===== config.mk =====
export PLATFORM = sky130hd
export DESIGN_NAME = spi_mf_ctrl
export DESIGN_NICKNAME = d
export VERILOG_FILES = /design/src/rtl/spi_mf_pkg.sv /design/src/rtl/spi_mf_sync.sv /design/src/rtl/spi_mf_tick.sv /design/src/rtl/spi_mf_ctrl.sv
export SDC_FILE = /design/constraint.sdc
export NUM_CORES = 1
export LEC_CHECK = 0
export ABC_CLOCK_PERIOD_IN_PS = 3720
export BUFFER_PORTS_ARGS = -buffer_cell sky130_fd_sc_hd__buf_2
export CAP_MARGIN = 25
export CORE_UTILIZATION = 30
export CTS_CLUSTER_DIAMETER = 120
export DETAILED_ROUTE_END_ITERATION = 16
export RECOVER_POWER = 50
export SYNTH_ARGS = -nofsm -noshare
export SYNTH_HDL_FRONTEND = slang
export SYNTH_SLANG_ARGS = --single-unit

===== constraint.sdc =====
create_clock -name clk -period 3.72 [get_ports clk]
set_clock_uncertainty 0.2 [all_clocks]
set_input_delay 0.744 -clock clk [delete_from_list [all_inputs] [get_ports clk]]
set_output_delay 0.744 -clock clk [all_outputs]
set_load 0.02 [all_outputs]

===== src/rtl/spi_mf_pkg.sv =====
`timescale 1ns/1ps
package spi_mf_pkg;

    typedef enum logic [2:0] {
        ST_IDLE,
        ST_MLOW,
        ST_MHIGH,
        ST_SXFER,
        ST_SFAULT
    } spi_state_e;

    localparam logic [1:0] A_CTRL = 2'd0;
    localparam logic [1:0] A_STAT = 2'd1;
    localparam logic [1:0] A_DATA = 2'd2;

    localparam int C_EN     = 0;
    localparam int C_MASTER = 1;
    localparam int C_LSB    = 2;
    localparam int C_TXEIE  = 3;
    localparam int C_MFIE   = 4;

    localparam int S_DONE   = 0;
    localparam int S_TXE    = 1;
    localparam int S_MFAULT = 2;

endpackage


===== src/rtl/spi_mf_sync.sv =====
`timescale 1ns/1ps
module spi_mf_sync #(
    parameter int               WIDTH   = 3,
    parameter int               STAGES  = 2,
    parameter logic [WIDTH-1:0] RST_VAL = '0
) (
    input  logic             clk,
    input  logic             rst_n,
    input  logic [WIDTH-1:0] d,
    output logic [WIDTH-1:0] q
);
    for (genvar i = 0; i < WIDTH; i++) begin : g_bit
        logic [STAGES-1:0] chain;
        always_ff @(posedge clk or negedge rst_n) begin
            if (!rst_n) chain <= {STAGES{RST_VAL[i]}};
            else        chain <= {chain[STAGES-2:0], d[i]};
        end
        assign q[i] = chain[STAGES-1];
    end
endmodule


===== src/rtl/spi_mf_tick.sv =====
`timescale 1ns/1ps
module spi_mf_tick #(
    parameter int HALF = 2
) (
    input  logic clk,
    input  logic rst_n,
    input  logic clear,
    output logic tick
);
    localparam int CW = (HALF > 1) ? $clog2(HALF) : 1;
    logic [CW-1:0] cnt;

    assign tick = (cnt == CW'(HALF - 1));

    always_ff @(posedge clk or negedge rst_n) begin
        if (!rst_n)              cnt <= '0;
        else if (clear || tick)  cnt <= '0;
        else                     cnt <= cnt + CW'(1);
    end
endmodule


===== src/rtl/spi_mf_ctrl.sv =====
`timescale 1ns/1ps
module spi_mf_ctrl
    import spi_mf_pkg::*;
#(
    parameter int HALF_DIV    = 2,
    parameter int SYNC_STAGES = 2,
    parameter int DW          = 8
) (
    input  logic          clk,
    input  logic          rst_n,
    input  logic [1:0]    addr,
    input  logic          wr_en,
    input  logic          rd_en,
    input  logic [DW-1:0] wdata,
    output logic [DW-1:0] rdata,
    output logic          irq,
    input  logic          sck_i,
    output logic          sck_o,
    input  logic          mosi_i,
    output logic          mosi_o,
    input  logic          miso_i,
    output logic          miso_o,
    input  logic          ss_n_i
);
    localparam int BCW = $clog2(DW);

    spi_state_e st, st_nx;

    logic en, master, lsb, txe_ie, mf_ie;
    logic [DW-1:0] shreg, rx_buf, shifted;
    logic samp, phase_hi, done, txe, mfault, sck_d;
    logic [BCW-1:0] bcnt;
    logic ss_s, sck_s, mosi_s, tick, tick_clr;
    logic wr_ctrl, wr_data, rd_stat, rd_data;
    logic m_fault, s_fault, s_mid, last_bit, sck_rise, sck_fall;
    logic m_end, s_end, byte_end, can_load, m_active, bit_out;

    spi_mf_sync #(.WIDTH(3), .STAGES(SYNC_STAGES), .RST_VAL(3'b100)) u_sync (
        .clk(clk), .rst_n(rst_n),
        .d({ss_n_i, sck_i, mosi_i}),
        .q({ss_s, sck_s, mosi_s})
    );

    assign m_active = (st == ST_MLOW) || (st == ST_MHIGH);
    assign tick_clr = !m_active;

    spi_mf_tick #(.HALF(HALF_DIV)) u_tick (
        .clk(clk), .rst_n(rst_n), .clear(tick_clr), .tick(tick)
    );

    assign wr_ctrl  = wr_en && (addr == A_CTRL);
    assign wr_data  = wr_en && (addr == A_DATA);
    assign rd_stat  = rd_en && (addr == A_STAT);
    assign rd_data  = rd_en && (addr == A_DATA);
    assign sck_rise = sck_s && !sck_d;
    assign sck_fall = !sck_s && sck_d;
    assign last_bit = (bcnt == BCW'(DW - 1));
    assign s_mid    = (bcnt != '0) || phase_hi;
    assign m_fault  = en && master && !ss_s;
    assign s_fault  = (st == ST_SXFER) && ss_s && s_mid;
    assign m_end    = (st == ST_MHIGH) && tick && last_bit && !m_fault;
    assign s_end    = (st == ST_SXFER) && !ss_s && sck_fall && last_bit;
    assign byte_end = m_end || s_end;
    assign can_load = !m_active && !((st == ST_SXFER) && s_mid);
    assign shifted  = lsb ? {samp, shreg[DW-1:1]} : {shreg[DW-2:0], samp};
    assign bit_out  = lsb ? shreg[0] : shreg[DW-1];

    // next-state logic
    always_comb begin
        st_nx = st;
        unique case (st)
            ST_IDLE: begin
                if (m_fault)                         st_nx = ST_IDLE;
                else if (en && master && wr_data)    st_nx = ST_MLOW;
                else if (en && !master && !ss_s)     st_nx = ST_SXFER;
            end
            ST_MLOW: begin
                if (m_fault || !(en && master))      st_nx = ST_IDLE;
                else if (tick)                       st_nx = ST_MHIGH;
            end
            ST_MHIGH: begin
                if (m_fault || !(en && master))      st_nx = ST_IDLE;
                else if (tick)                       st_nx = last_bit ? ST_IDLE : ST_MLOW;
            end
            ST_SXFER: begin
                if (!en || master)                   st_nx = ST_IDLE;
                else if (ss_s)                       st_nx = s_mid ? ST_SFAULT : ST_IDLE;
            end
            ST_SFAULT: begin
                if (!en || master)                   st_nx = ST_IDLE;
                else if (!ss_s)                      st_nx = ST_SXFER;
            end
            default:                                 st_nx = ST_IDLE;
        endcase
    end

    // state register
    always_ff @(posedge clk or negedge rst_n) begin
        if (!rst_n) st <= ST_IDLE;
        else        st <= st_nx;
    end

    // datapath and flags
    always_ff @(posedge clk or negedge rst_n) begin
        if (!rst_n) begin
            en <= 1'b0; master <= 1'b0; lsb <= 1'b0; txe_ie <= 1'b0; mf_ie <= 1'b0;
            shreg <= '0; rx_buf <= '0; samp <= 1'b0; phase_hi <= 1'b0; bcnt <= '0;
            done <= 1'b0; txe <= 1'b1; mfault <= 1'b0; sck_d <= 1'b0;
        end else begin
            sck_d <= sck_s;
            if (wr_ctrl) begin
                en     <= wdata[C_EN];
                master <= wdata[C_MASTER];
                lsb    <= wdata[C_LSB];
                txe_ie <= wdata[C_TXEIE];
                mf_ie  <= wdata[C_MFIE];
            end
            if (m_fault) en <= 1'b0;

            if (st == ST_IDLE || st == ST_SFAULT) begin
                bcnt     <= '0;
                phase_hi <= 1'b0;
            end
            if (wr_data && can_load) begin
                shreg <= wdata;
                txe   <= 1'b0;
            end

            if (st == ST_MLOW && tick) samp <= miso_i;
            if (st == ST_MHIGH && tick && !m_fault) begin
                shreg <= shifted;
                bcnt  <= last_bit ? '0 : bcnt + BCW'(1);
            end

            if (st == ST_SXFER && !ss_s && sck_rise) begin
                samp     <= mosi_s;
                phase_hi <= 1'b1;
            end
            if (st == ST_SXFER && !ss_s && sck_fall) begin
                shreg    <= shifted;
                phase_hi <= 1'b0;
                bcnt     <= last_bit ? '0 : bcnt + BCW'(1);
            end
            if (s_fault) begin
                bcnt     <= '0;
                phase_hi <= 1'b0;
            end

            if (rd_data) done <= 1'b0;
            if (byte_end) begin
                rx_buf <= shifted;
                done   <= 1'b1;
                txe    <= 1'b1;
            end

            if (rd_stat)             mfault <= 1'b0;
            if (m_fault || s_fault)  mfault <= 1'b1;
        end
    end

    // outputs
    assign sck_o  = (st == ST_MHIGH);
    assign mosi_o = m_active ? bit_out : 1'b0;
    assign miso_o = (en && !master && !ss_s) ? bit_out : 1'b0;
    assign irq    = (txe_ie ? txe : done) | (mf_ie & mfault);

    always_comb begin
        rdata = '0;
        case (addr)
            A_CTRL: begin
                rdata[C_EN]     = en;
                rdata[C_MASTER] = master;
                rdata[C_LSB]    = lsb;
                rdata[C_TXEIE]  = txe_ie;
                rdata[C_MFIE]   = mf_ie;
            end
            A_STAT: begin
                rdata[S_DONE]   = done;
                rdata[S_TXE]    = txe;
                rdata[S_MFAULT] = mfault;
            end
            A_DATA:  rdata = rx_buf;
            default: rdata = '0;
        endcase
    end

    // the fault that sets the flag also drops the enable
    p_fault_drops_enable_r7: assert property (@(posedge clk) disable iff (!rst_n)
        ($rose(mfault) && master) |-> !en);

    // after a master fault the serial clock is low
    p_fault_stops_sck_r7: assert property (@(posedge clk) disable iff (!rst_n)
        m_fault |=> !sck_o);

    // transmit-empty stays low while a master byte is in flight
    p_txe_low_busy_r5: assert property (@(posedge clk) disable iff (!rst_n)
        m_active |-> !txe);

    // the receive buffer changes only when a byte completes
    p_rx_hold_r6: assert property (@(posedge clk) disable iff (!rst_n)
        (rx_buf != $past(rx_buf)) |-> done);

endmodule


==> reports/results.md, run 1 <==
- 2340 um^2 — placed cell areas
- 0.000996 W — cell internal pwr
- 3380 um — hpwl dp
- 7500 um^2 — area of the die
- 42.8% — sequential cell fraction of total power
- 649 nW/um^2 — Power Dens Cells
- sky130_fd_sc_hd__dfrtp_1, sky130_fd_sc_hd__a21oi_1, sky130_fd_sc_hd__mux2i_1 — dominant cells by area after synthesis
- 86.6 um — die height
- 40 — clock net sink count
- 31.2% — initial cell density of the core
- 4810 um — wire length reported by the detailed router
- 229 — syn nets
- sky130_fd_sc_hd__dfrtp_1, sky130_fd_sc_hd__a21oi_1, sky130_fd_sc_hd__buf_2, sky130_fd_sc_hd__mux2i_1, sky130_fd_sc_hd__nor2_1 — highest-count cells in the layout ignoring fill and taps
- 1.57 ns — R2R Setup Slk
- 43.1% — Synth top area share
- 18.3% — Compound-Gate Fraction of Synth Area
- 1 — number of max-cap violations
- 253 — Total Nets Final
- finished, violations left — status
- 30 — Std-Cell Rows
- done — R2R Path End
- 0 — Syn. warnings
- 23.2% — share of layout cells above drive strength 1
- 40 — synthesis-stage register bit count
- 0.197 mV — worst-case vdd ir drop
- 1.09 nW — leakage dissipation
- 35.1% — combinational cell fraction of total power
- 41 — largest net degree at the start of global routing
- 13.9% — Syn-to-layout area delta
- 0.000590 W — switching power summed over all nets
- no — unrepaired setup endpoints after global routing
- 2.14 ns — slew of the pin with the lowest slew margin
- 2150 um^2 — cell area after synthesis
- 86.6 um — Die X
- 2.54 ns — time the final worst path needs with I/O delays and setup
- 2.78 ns — Required @ worst endpoint
- 22.1% — Clk network pwr share
- sky130_fd_sc_hd__dfrtp_1 — most common cell after layout, fill and taps aside
- 14.6 um — wire length per cell
- -42.7% — relative slew slack
- primary output — nature of the critical path endpoint
- addr[1] — launch point of the worst path
- 17.8% — share of synthesized cell area in and, or, nand and nor gates
- 1,643 — total via count after detailed routing
- 0.155 ns — Fin Hold WS
- 208 — synthesized instance count
- 1,492 — via count of the first global-routing pass
- 4 — first-pass iteration count of the detailed router
- 2 — Max H-tree Level
- sky130_fd_sc_hd__dfrtp_1 — Top FF cell, synth
- 30 — count of boundary I/O pins
- 2 — Clock Tree Buf Depth
- 0 — number of gates resized after cts
- u_sync.g_bit[2].chain[1] — startpoint of the worst register-to-register path
- 0.786 — Placer Congestion
- 0 — post-detailed-route count of antenna-violating nets
- reg -> reg — Hold/Removal Path Class
- 1040 um^2 — combined area of the multi-input logic cells
- 41 — max-slew violation count
- primary input — startpoint type of the worst setup path
- 1000 um^2 — area of all sequential standard cells
- sky130_fd_sc_hd__clkbuf_8 — clock tree root buffer cell
- 0 — Remaining Overflow, GRT
- 168 — number of design-rule violations left by the first detailed-router iteration
- 8040 um — first-pass GRT wire length
- 0 — number of antenna violations at the first check in global routing
- 0 — Final setup viols
- 1.60 ns — Crit path arrival time
- capacitance limit, slew limit — failing checks
- 701 — fill count
- 100% — asr flop ratio synth
- sky130_fd_sc_hd__dfrtp_1 — cell type with the highest aggregate area in the netlist
- 29 — Port-buffer cells
- 10.3 um^2 — mean instance size in the synthesized netlist
- 0 — EDFF count, synth
- u_sync.g_bit[1].chain[0] — HP Start
- 0 — final hold violations
- 2440 um^2 — Final Instance Area
- 68.3% — final cycle utilization of the critical path
- 0 — hold path cells
- 48 — library cells used by synthesis
- 0 — total inserted antenna cells
- built — clock tree from TritonCTS
- in -> out — critical path class
- 4 — number of cell instances on the worst register-to-register path
- 0.29 ns — Clock Latency Late Sink
- 10.1% — mux cell area share after synthesis
- 1.75% — adder-cell area share of the yosys netlist
- 4.99 — per-cell via count in the routed design
- 6870 um^2 — core outline area
- compound AO/OA/AOI/OAI gates — largest family of logic cells by synthesized area
- 0.08 ns — Clk pin slew, worst setup/hold paths
- 0 — setup fix buffers added after clock tree synthesis
- 46.8% — fraction of the yosys area taken by sequential cells
- 5 — Inserted Clock Buffers
- 37.2% — switching portion of total power
- 394 MHz — upper clock frequency limit
- 14.0% — Global Route Usage Sum
- 0 — hold bufs inserted after CTS
- 0 ns — Total Negative Setup Slacks
- 0 — DRC
- 0.408% — Post-Synth XOR/XNOR Area
- 11 — Max Fanout on Critical Path
- u_sync.g_bit[1].chain[1] — Hold Path End
-- critical path, stage by stage --
cell and delay, ns:
sky130_fd_sc_hd__buf_2 0.25, sky130_fd_sc_hd__nor2b_1 0.29, sky130_fd_sc_hd__and2_1 0.16, sky130_fd_sc_hd__buf_2 0.15
-- cell usage after synthesis, types with 2 or more instances --
| cell | count |
|---|---|
| sky130_fd_sc_hd__a21oi_1 | 31 |
| sky130_fd_sc_hd__a22oi_1 | 8 |
| sky130_fd_sc_hd__and2_1 | 3 |
| sky130_fd_sc_hd__and4bb_2 | 2 |
| sky130_fd_sc_hd__buf_2 | 4 |
| sky130_fd_sc_hd__buf_4 | 3 |
| sky130_fd_sc_hd__buf_6 | 2 |
| sky130_fd_sc_hd__clkbuf_1 | 4 |
| sky130_fd_sc_hd__dfrtp_1 | 37 |
| sky130_fd_sc_hd__dfstp_2 | 3 |
| sky130_fd_sc_hd__ha_1 | 3 |
| sky130_fd_sc_hd__inv_1 | 6 |
| sky130_fd_sc_hd__mux2_1 | 2 |
| sky130_fd_sc_hd__mux2_2 | 4 |
| sky130_fd_sc_hd__mux2i_1 | 15 |
| sky130_fd_sc_hd__nand2_1 | 9 |
| sky130_fd_sc_hd__nand2b_1 | 9 |
| sky130_fd_sc_hd__nand3_1 | 6 |
| sky130_fd_sc_hd__nand3b_1 | 4 |
| sky130_fd_sc_hd__nand4b_1 | 2 |
| sky130_fd_sc_hd__nor2_1 | 11 |
| sky130_fd_sc_hd__nor2b_1 | 5 |
| sky130_fd_sc_hd__nor3_1 | 3 |
| sky130_fd_sc_hd__nor3b_2 | 2 |
| sky130_fd_sc_hd__o21ai_0 | 6 |
| sky130_fd_sc_hd__o22ai_1 | 2 |
-- power by group through the flow --
stage                     registers [W]  logic [W]  clock network, W
final                          0.000679   0.000556          0.000350
after global routing           0.000700   0.000618          0.000384
after CTS                      0.000679   0.000561          0.000359
after detailed placement       0.000688   0.000557                 0
after global placement         0.000687   0.000548                 0
after floorplan                0.000619   0.000488                 0
-- per-layer routing --
layer,track usage (%),up-vias,part of all wire [%]
met5,0,-,0
met4,4.55,0,0.96
met3,3.43,4,3.5
met1,21.4,810,51
li1,-,801,-
met2,19.1,28,44
-- state kept, by name (all words and copies together), names as in the netlist, 3 cells and up --
register and flops:
bcnt 3, rx_buf 8, shreg 8, st 3
u_sync.g_bit.chain 6
-- how the worst max path moves through the flow --
stage,endpoint,slack (ns),cells past startpoint
after floorplan,rdata[1],1.24,3
after global placement,rdata[1],1.20,5
after detailed placement,rdata[5],1.17,4
after CTS,mosi_o,1.16,3
after global routing,sck_d,0.77,1
final,rdata[6],1.18,4
-- per-stage QoR --
step	total power, W	utilization [%]	cells	setup slack [ns]
finish	0.00159	35.6	329	1.18
global route	0.00170	35.6	329	0.773
CTS	0.00160	35.6	329	1.16
detailed placement	0.00125	34.0	321	1.17
global placement	0.00124	34.0	321	1.20
floorplan	0.00111	-	208	1.24
-- final cells by class --
cell class,count,share of cell area [%]
tap,96,4.91
clock buffer,6,2.97
inverter,6,0.921
multi-input combinational,149,42.5
sequential,40,41.1
clock inverter,2,1.43
timing repair buffer,30,6.19
-- logic make-up after synthesis --
group                    count (synthesis)
AO/OA/AOI/OAI                           61
XOR/XNOR                                 1
adder cells (fa/ha/maj)                  3
buffers and inverters                   19
flip-flops                              40
multiplexers                            21
AND/OR/NAND/NOR                         63
(Power assumes the default switching activity.)
==> run 2: changes to the inputs <==
- ABC_CLOCK_PERIOD_IN_PS: 3720 -> 2400
- clock period: 3.72 -> 2.4 ns (I/O delays scaled with it)
==> run 2 against run 1 <==
The flow now finishes without violations. Wire length increased by 5.6%. Utilization rose by 0.80 points. Sequential cell count is the same. Total power is 59% higher. First-iteration DRC count decreased by 24%. Clock power increased by 60%. Sequential power increased by 50%. Critical path type is now reg -> out. Largest power group unchanged. Highest routed layer unchanged.
==> reports/results.md, run 2 (same netlist as run 1, synthesis figures left out) <==
- complete, no violations — status, was finished, violations left
- 21.0% — met1 GRT Util, was 21.4%
- primary output — nature of the critical path endpoint, unchanged
- in -> reg — Hold/Removal Path Class, was reg -> reg
- 0 — Remaining Overflow, GRT, unchanged
- 1,649 — total via count after detailed routing, was 1,643
- no — unrepaired setup endpoints after global routing, unchanged
- 1.12 nW — leakage dissipation, was 1.09 nW
- 22.3% — Clk network pwr share, was 22.1%
- 0.267 mV — worst-case vdd ir drop, was 0.197 mV
- 0 — number of antenna violations at the first check in global routing, unchanged
- 37.3% — combinational cell fraction of total power, was 35.1%
- 128 — number of design-rule violations left by the first detailed-router iteration, was 168
- 2.18 ns — time the final worst path needs with I/O delays and setup
- 0.00158 W — cell internal pwr, was 0.000996 W
- 0.30 ns — Clock Latency Late Sink, was 0.29 ns
- sky130_fd_sc_hd__clkbuf_8 — clock tree root buffer cell, unchanged
- 3630 um — hpwl dp, was 3380 um
- 30 — Std-Cell Rows, unchanged
- 2390 um^2 — placed cell areas, was 2340 um^2
- 86.6 um — Die X, unchanged
- 1010 nW/um^2 — Power Dens Cells, was 649 nW/um^2
- 459 MHz — upper clock frequency limit
- 2500 um^2 — Final Instance Area, was 2440 um^2
- 1.14 ns — slew of the pin with the lowest slew margin, was 2.14 ns
- sky130_fd_sc_hd__dfrtp_1 — most common cell after layout, fill and taps aside, unchanged
- 30 — count of boundary I/O pins, unchanged
- 28 — largest net degree at the start of global routing, was 41
- 0.53 ns — highest cell delay on the worst timing path, was 0.29 ns
- 0 ns — Total Negative Setup Slacks, unchanged
- 86.6 um — die height, unchanged
- 8380 um — first-pass GRT wire length, was 8040 um
- 4.89 — per-cell via count in the routed design, was 4.99
- 15.1 um — wire length per cell, was 14.6 um
- 0 — number of gates resized after cts, unchanged
- 0.08 ns — Clk pin slew, worst setup/hold paths, about the same
- 16.5% — Syn-to-layout area delta, was 13.9%
- 0.00252 W — PnR Total Power, was 0.00159 W
- sky130_fd_sc_hd__dfrtp_1, sky130_fd_sc_hd__a21oi_1, sky130_fd_sc_hd__buf_2, sky130_fd_sc_hd__mux2i_1, sky130_fd_sc_hd__nor2_1 — highest-count cells in the layout ignoring fill and taps, unchanged
- 1 — hold path cells, was 0
- 5 — number of cell instances on the worst register-to-register path, was 4
- 4 — first-pass iteration count of the detailed router, unchanged
- met2 — Most Used Layer, Global Route, was met1
- 1.72 ns — Required @ worst endpoint, was 2.78 ns
- 5080 um — wire length reported by the detailed router, was 4810 um
- 2 — Max H-tree Level, unchanged
- 21.9% — met2 Usage GRT, was 19.1%
- 1,617 — via count of the first global-routing pass, was 1,492
- 0 — final hold violations, unchanged
- built — clock tree from TritonCTS, unchanged
- rx_buf[7] — R2R Path End, was done
- 40 — clock net sink count, unchanged
- 14.8% — Global Route Usage Sum, was 14.0%
- rx_buf: 8 flops, shreg: 8 flops, u_sync.g_bit.chain: 6 flops — biggest registers after layout, unchanged
- 0.771 — Placer Congestion, was 0.786
- 31.2% — initial cell density of the core, unchanged
- mux2i_1, nor3_1, buf_2 — cell-by-cell trace of the critical path, was buf_2, nor2b_1, and2_1, buf_2
- 1.50 ns — Crit path arrival time, was 1.60 ns
- 24.0% — relative slew slack, was -42.7%
- 0 — post-detailed-route count of antenna-violating nets, unchanged
- 36.4% — Final Util, was 35.6%
- st[1] — startpoint of the worst register-to-register path, was u_sync.g_bit[2].chain[1]
- 2 — Clock Tree Buf Depth, unchanged
- 7500 um^2 — area of the die, unchanged
- 0 — max-slew violation count, was 41
- 90.7% — final cycle utilization of the critical path
- u_sync.g_bit[2].chain[0] — Hold Path End, was u_sync.g_bit[1].chain[1]
- 29 — Port-buffer cells, unchanged
- 0 — Final setup viols, unchanged
- ss_n_i — HP Start, was u_sync.g_bit[1].chain[0]
- 261 — Total Nets Final, was 253
- reg -> out — critical path class, was in -> out
- 7 — Max Fanout on Critical Path, was 11
- 24.9% — share of layout cells above drive strength 1, was 23.2%
- 40.4% — sequential cell fraction of total power, was 42.8%
- 0 — number of max-cap violations, was 1
- 0.32 ns — R2R Setup Slk, was 1.57 ns
- flop — startpoint type of the worst setup path, was primary input
- 5 — Inserted Clock Buffers, unchanged
- 3.05% — met3 track demand over resource in global routing, was 3.43%
- 6870 um^2 — core outline area, unchanged
- 0 — DRC, unchanged
- sky130_fd_sc_hd__dfrtp_1 — critical-path cell with the highest stage delay, was sky130_fd_sc_hd__nor2b_1
- 0 — total inserted antenna cells, unchanged
- 0.000939 W — switching power summed over all nets, was 0.000590 W
- 37.3% — switching portion of total power, was 37.2%
## run 2: through the flow
step / instances / worst slack [ns] / hold slack, ns
3_3_place_gp: 328 / 0.370 / 0.134
6_report: 337 / 0.222 / 0.0785
5_1_grt: 337 / 0.114 / 0.0662
4_1_cts: 337 / 0.192 / 0.0690
2_1_floorplan: 208 / 0.453 / -0.0156
3_5_place_dp: 328 / 0.350 / 0.139
## run 2: repair_timing
action                                 CTS  global route
hold buffers                             1             0
setup buffers                            0             0
endpoints found under the hold margin   20             0
## run 2: final cells by class
class	instances	area, um^2
clock buffers	5	68.8
clock inverters	3	42.5
fillers	706	4370
inverters	6	22.5
multi-input cells	149	1030
flip-flops and latches	40	1000
well taps	96	120
repair buffers	38	208
## run 2: worst max-delay path, delay by kind of cell (launching register included)
kind	cells	cell delay, ns
buf+inv	1	0.21
flops	1	0.53
mux	1	0.19
simple gates	1	0.27
## run 2: power groups by stage
stage               Combinational [W]  Sequential, W  Clock, W
floorplan                    0.000756       0.000959         0
global placement             0.000934        0.00103         0
detailed placement           0.000943        0.00103         0
CTS                          0.000951        0.00102  0.000576
global route                  0.00105        0.00105  0.000597
finish                       0.000939        0.00102  0.000561
## run 2: worst max-delay path by stage
stage / start / to / slack [ns]
2_1_floorplan: addr[1] / rdata[1] / 0.45
3_3_place_gp: st[1] / rx_buf[5] / 0.37
3_5_place_dp: st[1] / rx_buf[7] / 0.35
4_1_cts: lsb / miso_o / 0.19
5_1_grt: lsb / miso_o / 0.11
6_report: lsb / miso_o / 0.22
## run 2: layer usage
metal	routed length (um)	up-vias	part of all wire [%]
met5	0	-	0
met4	94	0	1.8
met3	220	7	4.3
met2	2310	33	45
met1	2460	792	48
li1	-	817	-
==> run 3: changes to the inputs <==
- CTS_BUF_LIST: not set -> sky130_fd_sc_hd__clkbuf_16
- SLEW_MARGIN: not set -> 5
==> run 3 against run 2 <==
Total power up 7.9%. Cell count unchanged. Sequential share of layout area fell by 0.90 points. Critical path depth unchanged. Die area did not move. Worst hold slack gained 0.016 ns. Critical path type unchanged. Sequential cell count is the same. Utilization increased by 0.84 points.
==> reports/results.md, run 3 (same netlist as run 1, synthesis figures left out) <==
- 31.2% — initial cell density of the core, unchanged
- 0.52 ns — highest cell delay on the worst timing path, was 0.53 ns
- 1040 um^2 — combined area of the multi-input logic cells, was 1030 um^2
- 40 — clock net sink count, unchanged
- 0.618 ns — slew of the pin with the lowest slew margin, was 1.14 ns
- sky130_fd_sc_hd__dfrtp_1 — most common cell after layout, fill and taps aside, unchanged
- 0.32 ns — R2R Setup Slk, about the same
- sky130_fd_sc_hd__clkbuf_16 — clock tree root buffer cell, was sky130_fd_sc_hd__clkbuf_8
- complete, no violations — status, unchanged
- 4.89 — per-cell via count in the routed design, about the same
- 86.6 um — die height, unchanged
- mux2i_1, nor3_1, buf_2 — cell-by-cell trace of the critical path, unchanged
- 1.72 ns — Required @ worst endpoint, about the same
- rx_buf: 8 flops, shreg: 8 flops, u_sync.g_bit.chain: 6 flops — biggest registers after layout, unchanged
- 127 — number of design-rule violations left by the first detailed-router iteration, was 128
- 0.771 — Placer Congestion, unchanged
- 5 — Inserted Clock Buffers, unchanged
- 24.9% — share of layout cells above drive strength 1, unchanged
- 261 — Total Nets Final, unchanged
- 0.276 mV — worst-case vdd ir drop, was 0.267 mV
- 0.00175 W — cell internal pwr, was 0.00158 W
- 0.06 ns — Clk pin slew, worst setup/hold paths, was 0.08 ns
- 5110 um — wire length reported by the detailed router, was 5080 um
- 37.6% — sequential cell fraction of total power, was 40.4%
- 35.4% — switching portion of total power, was 37.3%
- 0.000962 W — switching power summed over all nets, was 0.000939 W
- 30 — count of boundary I/O pins, unchanged
- 29 — Port-buffer cells, unchanged
- 30 — Std-Cell Rows, unchanged
- 15.2 um — wire length per cell, was 15.1 um
- 2 — Max H-tree Level, unchanged
- flip-flops — cell class contributing the biggest share of worst-path delay, unchanged
- 0 — max-slew violation count, unchanged
- 86.6 um — Die X, unchanged
- 0 — number of antenna violations at the first check in global routing, unchanged
- 0.28 ns — Clock Latency Late Sink, was 0.30 ns
- 28 — largest net degree at the start of global routing, unchanged
- 0 — Remaining Overflow, GRT, unchanged
- 462 MHz — upper clock frequency limit, was 459 MHz
- 4 — first-pass iteration count of the detailed router, unchanged
- 1,647 — total via count after detailed routing, was 1,649
- 34.4% — combinational cell fraction of total power, was 37.3%
- 19.2% — Syn-to-layout area delta, was 16.5%
- 0 — post-detailed-route count of antenna-violating nets, unchanged
- 0 — setup fix buffers added after clock tree synthesis, unchanged
- 28.0% — Clk network pwr share, was 22.3%
- sky130_fd_sc_hd__dfrtp_1, sky130_fd_sc_hd__a21oi_1, sky130_fd_sc_hd__buf_2, sky130_fd_sc_hd__mux2i_1, sky130_fd_sc_hd__nor2_1 — highest-count cells in the layout ignoring fill and taps, unchanged
- 6870 um^2 — core outline area, unchanged
- 1000 um^2 — area of all sequential standard cells, unchanged
- no — unrepaired setup endpoints after global routing, unchanged
- 0 — total inserted antenna cells, unchanged
- in -> reg — Hold/Removal Path Class, unchanged
- 3630 um — hpwl dp, unchanged
- built — clock tree from TritonCTS, unchanged
- 0 — DRC, unchanged
- 90.2% — final cycle utilization of the critical path, was 90.7%
- 1 — Worst Path Buf+Inv, unchanged
- 0 — number of max-cap violations, unchanged
- 2.16 ns — time the final worst path needs with I/O delays and setup, was 2.18 ns
- 7 — Max Fanout on Critical Path, unchanged
- 2560 um^2 — Final Instance Area, was 2500 um^2
- 0.236 ns — Final Worst Setup Slack, was 0.222 ns
- 1060 nW/um^2 — Power Dens Cells, was 1010 nW/um^2
- 37.2% — Final Util, was 36.4%
- reg -> out — critical path class, unchanged
- 2 — Clock Tree Buf Depth, unchanged
- 1,623 — via count of the first global-routing pass, was 1,617
- 7500 um^2 — area of the die, unchanged
- sky130_fd_sc_hd__dfrtp_1 — critical-path cell with the highest stage delay, unchanged
- primary output — nature of the critical path endpoint, unchanged
- 0 — final hold violations, unchanged
- 2390 um^2 — placed cell areas, unchanged
- 0 ns — Total Negative Setup Slacks, unchanged
- 58.6% — relative slew slack, was 24.0%
- 1.14 nW — leakage dissipation, was 1.12 nW
- 14.9% — Global Route Usage Sum, was 14.8%
- flop — startpoint type of the worst setup path, unchanged
- 0 — Final setup viols, unchanged
- 698 — fill count, was 706
- 8470 um — first-pass GRT wire length, was 8380 um
- 0.350 ns — worst slack at placement, unchanged
- 1.48 ns — Crit path arrival time, was 1.50 ns
==> run 3: changes by cell type in the layout (fill, tap and decap cells not counted) <==
cell / delta
sky130_fd_sc_hd__clkbuf_16: +5
sky130_fd_sc_hd__clkbuf_8: -5
sky130_fd_sc_hd__buf_4: -1
sky130_fd_sc_hd__clkbuf_1: +1
sky130_fd_sc_hd__nor3b_1: -1
sky130_fd_sc_hd__nor3b_2: +1
==> run 3: timing repair <==
| item | 4_1_cts | 5_1_grt |
|---|---|---|
| hold buffers | 1 | 0 |
| resized for setup | 0 | 0 |
| endpoints found under the hold margin | 7 | 0 |
==> run 3: layer usage <==
metal  vias up  global-route usage, %  part of all wire (%)
li1        816                      -                     -
met1       787                   21.0                    48
met2        39                   22.5                    46
met3         5                   3.33                   4.5
met4         0                   5.00                   1.0
met5         -                      0                     0
==> run 3: power groups by stage <==
| stage | combinational, W | clock, W | sequential, W |
|---|---|---|---|
| CTS | 0.000949 | 0.000779 | 0.00102 |
| global placement | 0.000934 | 0 | 0.00103 |
| detailed placement | 0.000943 | 0 | 0.00103 |
| global route | 0.00104 | 0.000800 | 0.00105 |
| finish | 0.000934 | 0.000760 | 0.00102 |
| floorplan | 0.000756 | 0 | 0.000959 |
==> run 3: stage by stage <==
stage | hold slack (ns) | cells | power [W]
global placement | 0.134 | 328 | 0.00197
finish | 0.0945 | 337 | 0.00272
CTS | 0.0894 | 337 | 0.00275
detailed placement | 0.139 | 328 | 0.00198
floorplan | -0.0156 | 208 | 0.00171
global route | 0.0903 | 337 | 0.00289
==> run 3: path summary, 6_finish.rpt <==
kind | depth (start not counted) | endpoint | startpoint
worst max-delay path | 3 | miso_o | lsb
worst min-delay path | 1 | u_sync.g_bit[2].chain[0] | ss_n_i
worst max register to register | 5 | rx_buf[7] | st[1]
worst min register to register | 0 | u_sync.g_bit[0].chain[1] | u_sync.g_bit[0].chain[0]
max in group asynchronous | 3 | rx_buf[1] | rst_n
min in group asynchronous | 2 | rx_buf[5] | rst_n
==> run 3: layout make-up <==
type | count | area share, %
clock buffers | 5 | 4.89
multi-input cells | 149 | 40.6
clock inverters | 3 | 1.66
inverters | 6 | 0.881
well taps | 96 | 4.70
flip-flops and latches | 40 | 39.3
repair buffers | 38 | 7.97
